<file path="src/rtl/sem_pkg.sv">
package sem_pkg;

    localparam int unsigned SEM_N  = 8;
    localparam int unsigned SEM_AW = $clog2(SEM_N);

    typedef enum logic [1:0] {
        OP_IDLE = 2'd0,
        OP_READ = 2'd1,
        OP_TAKE = 2'd2,
        OP_DROP = 2'd3
    } sem_op_e;

    typedef struct packed {
        sem_op_e            op;
        logic [SEM_AW-1:0]  idx;
    } sem_acc_t;

    function automatic sem_op_e classify(input logic sel, input logic mem_en,
                                         input logic wr, input logic bit0);
        if (!sel || mem_en) return OP_IDLE;
        if (!wr)            return OP_READ;
        return bit0 ? OP_DROP : OP_TAKE;
    endfunction

endpackage

</file>
<file path="src/rtl/sem_port_dec.sv">
module sem_port_dec
    import sem_pkg::*;
#(
    parameter int unsigned ADDR_W = 13
) (
    input  logic              sel,
    input  logic              mem_en,
    input  logic              wr,
    input  logic [ADDR_W-1:0] addr,
    input  logic              bit0,
    output sem_acc_t          acc,
    output logic [SEM_N-1:0]  take_vec,
    output logic [SEM_N-1:0]  drop_vec
);
    always_comb begin
        acc.op  = classify(sel, mem_en, wr, bit0);
        acc.idx = addr[SEM_AW-1:0];
    end

    for (genvar g = 0; g < SEM_N; g++) begin : g_dec
        assign take_vec[g] = (acc.op == OP_TAKE) && (acc.idx == SEM_AW'(g));
        assign drop_vec[g] = (acc.op == OP_DROP) && (acc.idx == SEM_AW'(g));
    end
endmodule

</file>
<file path="src/rtl/sem_latch.sv">
module sem_latch (
    input  logic clk,
    input  logic take_l,
    input  logic drop_l,
    input  logic take_r,
    input  logic drop_r,
    output logic own_l,
    output logic own_r
);
    // Request bits are deliberately not reset; software frees the latch.
    logic req_l, req_r, tok_r;
    logic nreq_l, nreq_r, ntok_r;

    assign own_l = req_l && (!req_r || !tok_r);
    assign own_r = req_r && (!req_l ||  tok_r);

    always_comb begin
        nreq_l = take_l ? 1'b1 : (drop_l ? 1'b0 : req_l);
        nreq_r = take_r ? 1'b1 : (drop_r ? 1'b0 : req_r);
        if (nreq_l && nreq_r)
            ntok_r = own_r;          // holder keeps it; free tie goes left
        else
            ntok_r = nreq_r;
    end

    always_ff @(posedge clk) begin
        req_l <= nreq_l;
        req_r <= nreq_r;
        tok_r <= ntok_r;
    end
endmodule

</file>
<file path="src/rtl/sem_rd_reg.sv">
module sem_rd_reg #(
    parameter int unsigned DATA_W = 8
) (
    input  logic              clk,
    input  logic              rst,
    input  logic              load,
    input  logic              not_owned,
    output logic [DATA_W-1:0] rdata
);
    always_ff @(posedge clk) begin
        if (rst)
            rdata <= '1;
        else if (load)
            rdata <= {DATA_W{not_owned}};
    end
endmodule

</file>
<file path="src/rtl/sem_bank.sv">
module sem_bank
    import sem_pkg::*;
#(
    parameter int unsigned ADDR_W = 13,
    parameter int unsigned DATA_W = 8
) (
    input  logic              clk,
    input  logic              rst,
    input  logic              l_sel,
    input  logic              l_mem_en,
    input  logic              l_wr,
    input  logic [ADDR_W-1:0] l_addr,
    input  logic [DATA_W-1:0] l_wdata,
    output logic [DATA_W-1:0] l_rdata,
    input  logic              r_sel,
    input  logic              r_mem_en,
    input  logic              r_wr,
    input  logic [ADDR_W-1:0] r_addr,
    input  logic [DATA_W-1:0] r_wdata,
    output logic [DATA_W-1:0] r_rdata
);
    sem_acc_t          acc_l, acc_r;
    logic [SEM_N-1:0]  take_l, drop_l, take_r, drop_r;
    logic [SEM_N-1:0]  own_l, own_r;

    sem_port_dec #(.ADDR_W(ADDR_W)) u_dec_l (
        .sel(l_sel), .mem_en(l_mem_en), .wr(l_wr), .addr(l_addr),
        .bit0(l_wdata[0]), .acc(acc_l), .take_vec(take_l), .drop_vec(drop_l)
    );

    sem_port_dec #(.ADDR_W(ADDR_W)) u_dec_r (
        .sel(r_sel), .mem_en(r_mem_en), .wr(r_wr), .addr(r_addr),
        .bit0(r_wdata[0]), .acc(acc_r), .take_vec(take_r), .drop_vec(drop_r)
    );

    for (genvar g = 0; g < SEM_N; g++) begin : g_sem
        sem_latch u_latch (
            .clk(clk),
            .take_l(take_l[g]), .drop_l(drop_l[g]),
            .take_r(take_r[g]), .drop_r(drop_r[g]),
            .own_l(own_l[g]),   .own_r(own_r[g])
        );
    end

    sem_rd_reg #(.DATA_W(DATA_W)) u_rd_l (
        .clk(clk), .rst(rst), .load(acc_l.op == OP_READ),
        .not_owned(!own_l[acc_l.idx]), .rdata(l_rdata)
    );

    sem_rd_reg #(.DATA_W(DATA_W)) u_rd_r (
        .clk(clk), .rst(rst), .load(acc_r.op == OP_READ),
        .not_owned(!own_r[acc_r.idx]), .rdata(r_rdata)
    );
endmodule

</file>
<file path="config.mk">
export PLATFORM = sky130hd
export DESIGN_NAME = sem_bank
export DESIGN_NICKNAME = d
export VERILOG_FILES = /design/src/rtl/sem_pkg.sv /design/src/rtl/sem_port_dec.sv /design/src/rtl/sem_latch.sv /design/src/rtl/sem_rd_reg.sv /design/src/rtl/sem_bank.sv
export SDC_FILE = /design/constraint.sdc
export NUM_CORES = 1
export LEC_CHECK = 0
export CAP_MARGIN = 20
export CORE_MARGIN = 2
export CORE_UTILIZATION = 41
export CTS_BUF_LIST = sky130_fd_sc_hd__clkbuf_8
export CTS_CLUSTER_SIZE = 10
export DETAILED_ROUTE_END_ITERATION = 7
export HOLD_SLACK_MARGIN = 0.05
export PLACE_DENSITY_LB_ADDON = 0.15
export SYNTH_ARGS = -nofsm -noshare
export SYNTH_HDL_FRONTEND = slang
export SYNTH_SLANG_ARGS = --single-unit
</file>
<file path="constraint.sdc">
create_clock -name clk -period 1.7 [get_ports clk]
set_input_delay 0.17 -clock clk [delete_from_list [all_inputs] [get_ports clk]]
set_output_delay 0.17 -clock clk [all_outputs]
set_load 0.1 [all_outputs]
</file>
After elaboration in Yosys (flattened, before gate mapping)
Cells that the tools add are included.
Widths: inputs -> output; s select.
- flip-flop bits (word level): 26
- bits of input ports: 50
- output and inout bits: 16
- word-level logic and storage cells: 212
- order comparisons: 2
- equal/unequal tests: 20
- muxes and demuxes: 60
- reductions and logical operators: 104
- operators with widths (operator ; count):
    $logic_and 1x1->1 ; 56
    $mux 1 ; 50
    $logic_not 1->1 ; 28
    $eq 3x3->1 const B ; 8
    $logic_or 1x1->1 ; 18
    $mux 2 ; 8
    $eq 3x2->1 const B ; 4
    $eq 2x2->1 const B ; 4
    $lt 3x4->1 const B ; 2
    $bmux 1 s3 ; 2
    $eq 3x1->1 const B ; 2
    $logic_not 3->1 ; 2
    $eq 2x1->1 const B ; 2

Logic depth before layout (Yosys ltp)
- depth in word-level cells: 12
- mapped depth: 6

Cells and area by module
Synthesis repeated with hierarchy kept, for this count alone.
- cell total of the unflattened synthesis: 192
- area total of the unflattened synthesis: 1705.4 um^2
- modules (own cells, without submodules) (module ; times used ; cells an instance ; area an instance (um^2)):
    sem_latch ; 8 ; 12 ; 113.9
    sem_port_dec ; 2 ; 34 ; 242.7
    sem_rd_reg ; 2 ; 10 ; 87.6
    sem_bank ; 1 ; 8 ; 133.9

Worst setup path before layout
No wires, ideal clock.
- path type: register to output
- from: register, netlist name u_rd_l.rdata[0]
- to: output port l_rdata[1]
- arrival time: 1.481 ns
- setup slack: 0.049 ns
- stages on the path, launching flop included: 2
- path through: dfxtp_1 > buf_4
- RTL lines (element ; line ; RTL):
    to (decl) ; sem_bank.sv:14 ; output logic [DATA_W-1:0] l_rdata,
No word-level cell between the ends.

Worst setup path after layout
- from: input port r_addr[1]
- to: register g_sem[6].u_latch.tok_r
- word-level cells in the longest chain between the ends: 6
- ends and longest elaborated chain (element ; line ; RTL):
    from (decl) ; sem_bank.sv:18 ; input logic [ADDR_W-1:0] r_addr,
    $eq 3x3->1 * ; sem_port_dec.sv:21, sem_port_dec.sv:22 ;
    $logic_and 1x1->1 ; sem_port_dec.sv:22 ; assign drop_vec[g] = (acc.op == OP_DROP) && (acc.idx == SEM_AW'(g));
    $mux 1 ; sem_latch.sv:19 ; nreq_r = take_r ? 1'b1 : (drop_r ? 1'b0 : req_r);
    $mux 1 * ; sem_latch.sv:19 ;
    named net g_sem[6].u_latch.nreq_r ; sem_latch.sv:12 ; logic nreq_l, nreq_r, ntok_r;
    $logic_and 1x1->1 ; sem_latch.sv:20 ; if (nreq_l && nreq_r)
    $mux 1 * ; sem_latch.sv:20 ;
    named net g_sem[6].u_latch.ntok_r ; sem_latch.sv:12 ;
    to (signal assigned) ; sem_latch.sv:29 ; tok_r <= ntok_r;
    to (decl) ; sem_latch.sv:11 ; logic req_l, req_r, tok_r;
The timed path passes the listed nets; every way through them passes the cells marked *.
A chain may end at the register's enable or synchronous reset.

==> summary.md <==
| Metric | Value |
|---|---|
| Status | `complete, no violations` |
| Clock Power Share | `between 10% and 20%` |
| Slew headroom | `between 70% and 80%` |
| Period minus WS final | `1.44 ns` |
| DR vias/cell | `~5.3` |
| CP max stage delay | `about 0.52 ns` |
| Slowest stage cell, crit path | `clkdlybuf4s50_1` |
| Final hold slack | `roughly 0.48 ns` |
| Detail Route Antenna Nets | `0` |
| I/O Pins | `66` |
| Final Cycle Share | `84.8%` |
| Largest net degree at the start of global routing | `14` |
| # setup viols final | `0` |
| Final TNS setup | `0 ns` |
| Mapped Cells | `149` |
| Seq cells post-synth | `26` |
| Hold WC Path Type | `reg -> reg` |
| First-pass detailed-route iteration total | `4` |
| Psw | `620 uW` |
| Core Util, Final | `between 50% and 60%` |
| Fmax | `0.694 GHz` |
| Global-route wire length before repair | `5010 um` |
| Clock tree buffer depth | `2` |
| Port buffer count | `31` |
| Top post-synthesis cells by area | `dfxtp_1, buf_4, a21oi_1, a21boi_1, a31oi_1` |
| CTS tree | `built` |
| Area leader, netlist | `dfxtp_1` |
| Seq/Total Area, Yosys | `approximately two fifths` |
| Synth top area share | `between 40% and 50%` |
| CP Depth | `6` |
| CP delay by family, top | `buffers and inverters` |
| Placed Cells incl. Taps | `213` |
| Row count | `20` |
| Dpl cell area | `roughly 0.0017 mm2` |
| GRT Total Usage | `between 10% and 20%` |
| Final Max Slew Viols | `0` |
| H-tree Lvls | `1` |
| Async S/R FF share, synth | `0%` |
| Vias post-DR | `approximately 1100` |
| First DRT Iteration DRCs | `30` |
| Antenna diodes | `0` |
| Initial Util | `42.9%` |
| Post-synth EDFFs | `0` |
| Netlist cell types | `38` |
| Worst-case reg-to-reg path depth | `5` |
| Fin. Hold Viols | `0` |
| VDD IR max | `just over 600 uV` |
| Die width | `~60 um` |
| CP Cell Sequence | `clkdlybuf4s50_1 > buf_4 > nor2b_1 > a21oi_1 > a31oi_1 > a21boi_1` |
| Final Worst Setup Slack | `between 0.2 and 0.3 ns` |
| Critical path class | `in -> reg` |
| RSZ-0062 raised after global routing | `no` |
| Clk sinks | `26` |
| Core Box Area | `roughly 0.0030 mm2` |
| TritonCTS Buffers | `3` |
| Die area | `~0.0036 mm2` |
| Crit. End Element | `register` |
| Cts repair resizes | `0` |
| Die height | `approximately 60 um` |
| Design area | `between 0.0015 and 0.002 mm2` |
| PD cells | `1000 mW/mm2` |
| Gate power share | `around 34%` |
| Layout cell share with drive strength beyond 1 | `roughly 20%` |
| Worst skew pair latency | `between 0.2 and 0.3 ns` |
| YS warnings | `0` |
| PnR Total Power | `about 1.8 mW` |
| Postcts setup bufs | `0` |
| Crit-path max FO | `7` |
| DP HPWL | `about 2300 um` |
| Vias in the first global route | `between 1000 and 1500` |
| Pint | `about 1.2 mW` |
| Area delta synth->final | `37.9%` |
| CP startpoint kind | `input port` |
| Mapped Area | `~0.0013 mm2` |
| Post-synth top flop | `dfxtp_1` |
| Total global routing overflow | `0` |
| Max-capacitance violation count | `0` |
| CTS clk-pin slew, worst paths | `0.09 ns` |
| Total routed wirelength | `approximately 2900 um` |
| Non-Filler Instances | `approximately 220` |
| Syn_nets | `approximately 200` |
| Post-Place Setup Slack | `0.00756 ns` |
| Sw Share | `34.6%` |
| CP arrival | `between 1.5 and 2 ns` |
| Worst slew pin tran | `0.406 ns` |
| RePlAce Congestion | `between 0.8 and 0.9` |
| Routed len/inst | `13.5 um` |
| Crit path buffers/inverters | `2` |
| Post-Syn Area per Cell | `8.72 um2` |
| Worst Hold Depth | `2` |
| Leak | `0.730 nW` |
| Final Skew | `0.00425 ns` |
| Final nets | `224` |
| Root buf cell | `clkbuf_8` |
| Cts hold-fix bufs | `0` |
| Reg power frac | `between 40% and 50%` |
| Antenna violations before repair | `0` |
| # DRC | `0` |
| CP required | `between 1.5 and 2 ns` |
==> power groups by stage <==
stage,Sequential [mW],Clock [mW],Combinational (mW)
2_1_floorplan,0.857,0,0.413
3_3_place_gp,0.848,0,0.594
3_5_place_dp,0.856,0,0.610
4_1_cts,0.842,0.340,0.612
5_1_grt,0.864,0.367,0.671
6_report,0.842,0.340,0.611
==> metal layers <==
layer	wire length (um)	part of all wire [%]	global-route usage (%)
met1	1330	46	21.8
met2	1360	47	32.6
met3	123	4.2	2.81
met4	97	3.3	9.52
met5	0	0	0
==> layout by cell type (no fill, tap or decap), drive strengths merged, types with 2 or more instances in the layout <==
cell / n
o21ai: 12
clkbuf: 3
nand2b: 3
o31ai: 2
nand3: 4
inv: 8
or3b: 2
a21oi: 18
a31oi: 8
dfxtp: 26
buf: 24
and4bb: 2
a21boi: 8
nand3b: 2
nand2: 9
clkdlybuf4s50: 15
nor2: 10
==> worst reg2reg max path, delay by kind of cell, from the launching register on <==
kind            cells  cell delay, ns
compound gates      3            0.35
buf+inv             1            0.06
flops               1            0.33
mux                 1            0.50
==> final timing paths <==
kind	from	endpoint	slack [ns]
min reg2reg	u_rd_r.rdata[0]	u_rd_r.rdata[0]	0.48
max reg2reg	g_sem[2].u_latch.req_l	u_rd_r.rdata[0]	0.36
max	r_addr[1]	g_sem[6].u_latch.tok_r	0.26
min	u_rd_r.rdata[0]	u_rd_r.rdata[0]	0.48
==> flip-flops by register name (all words and copies together), names as in the netlist <==
| signal | cells |
|---|---|
| g_sem.u_latch.req_r | 8 |
| u_rd_r.rdata | 1 |
| g_sem.u_latch.req_l | 8 |
| g_sem.u_latch.tok_r | 8 |
| u_rd_l.rdata | 1 |
==> logic make-up (layout without fill, tap and decap cells) <==
| logic type | Yosys count | in the layout | synth area share (%) |
|---|---|---|---|
| AO/OA/AOI/OAI | 54 | 54 | 25.9 |
| buffers and inverters | 27 | 50 | 12.7 |
| flip-flops | 26 | 26 | 40.1 |
| multiplexers | 3 | 3 | 3.66 |
| AND/OR/NAND/NOR | 39 | 39 | 17.6 |
==> final cells by class <==
cell class                      instances  area (um2)
Clock buffer                            3        41.3
Fill cell                             286        1240
Multi-Input combinational cell         96         613
Inverter                                8        30.0
Timing Repair Buffer                   39         531
Sequential cell                        26         520
Tap cell                               44        55.1
==> synth_stat cells, types with 2 or more instances <==
cell type	instances
a21boi_1	7
a21oi_1	17
a31oi_1	8
buf_2	3
buf_4	16
dfxtp_1	26
inv_1	8
nand2_1	9
nand2b_1	3
nand3_1	4
nand3b_1	2
nor2_1	9
o21ai_0	5
o21ai_1	6
o31ai_1	2
or3b_2	2
Power figures use the tool's default switching activity.
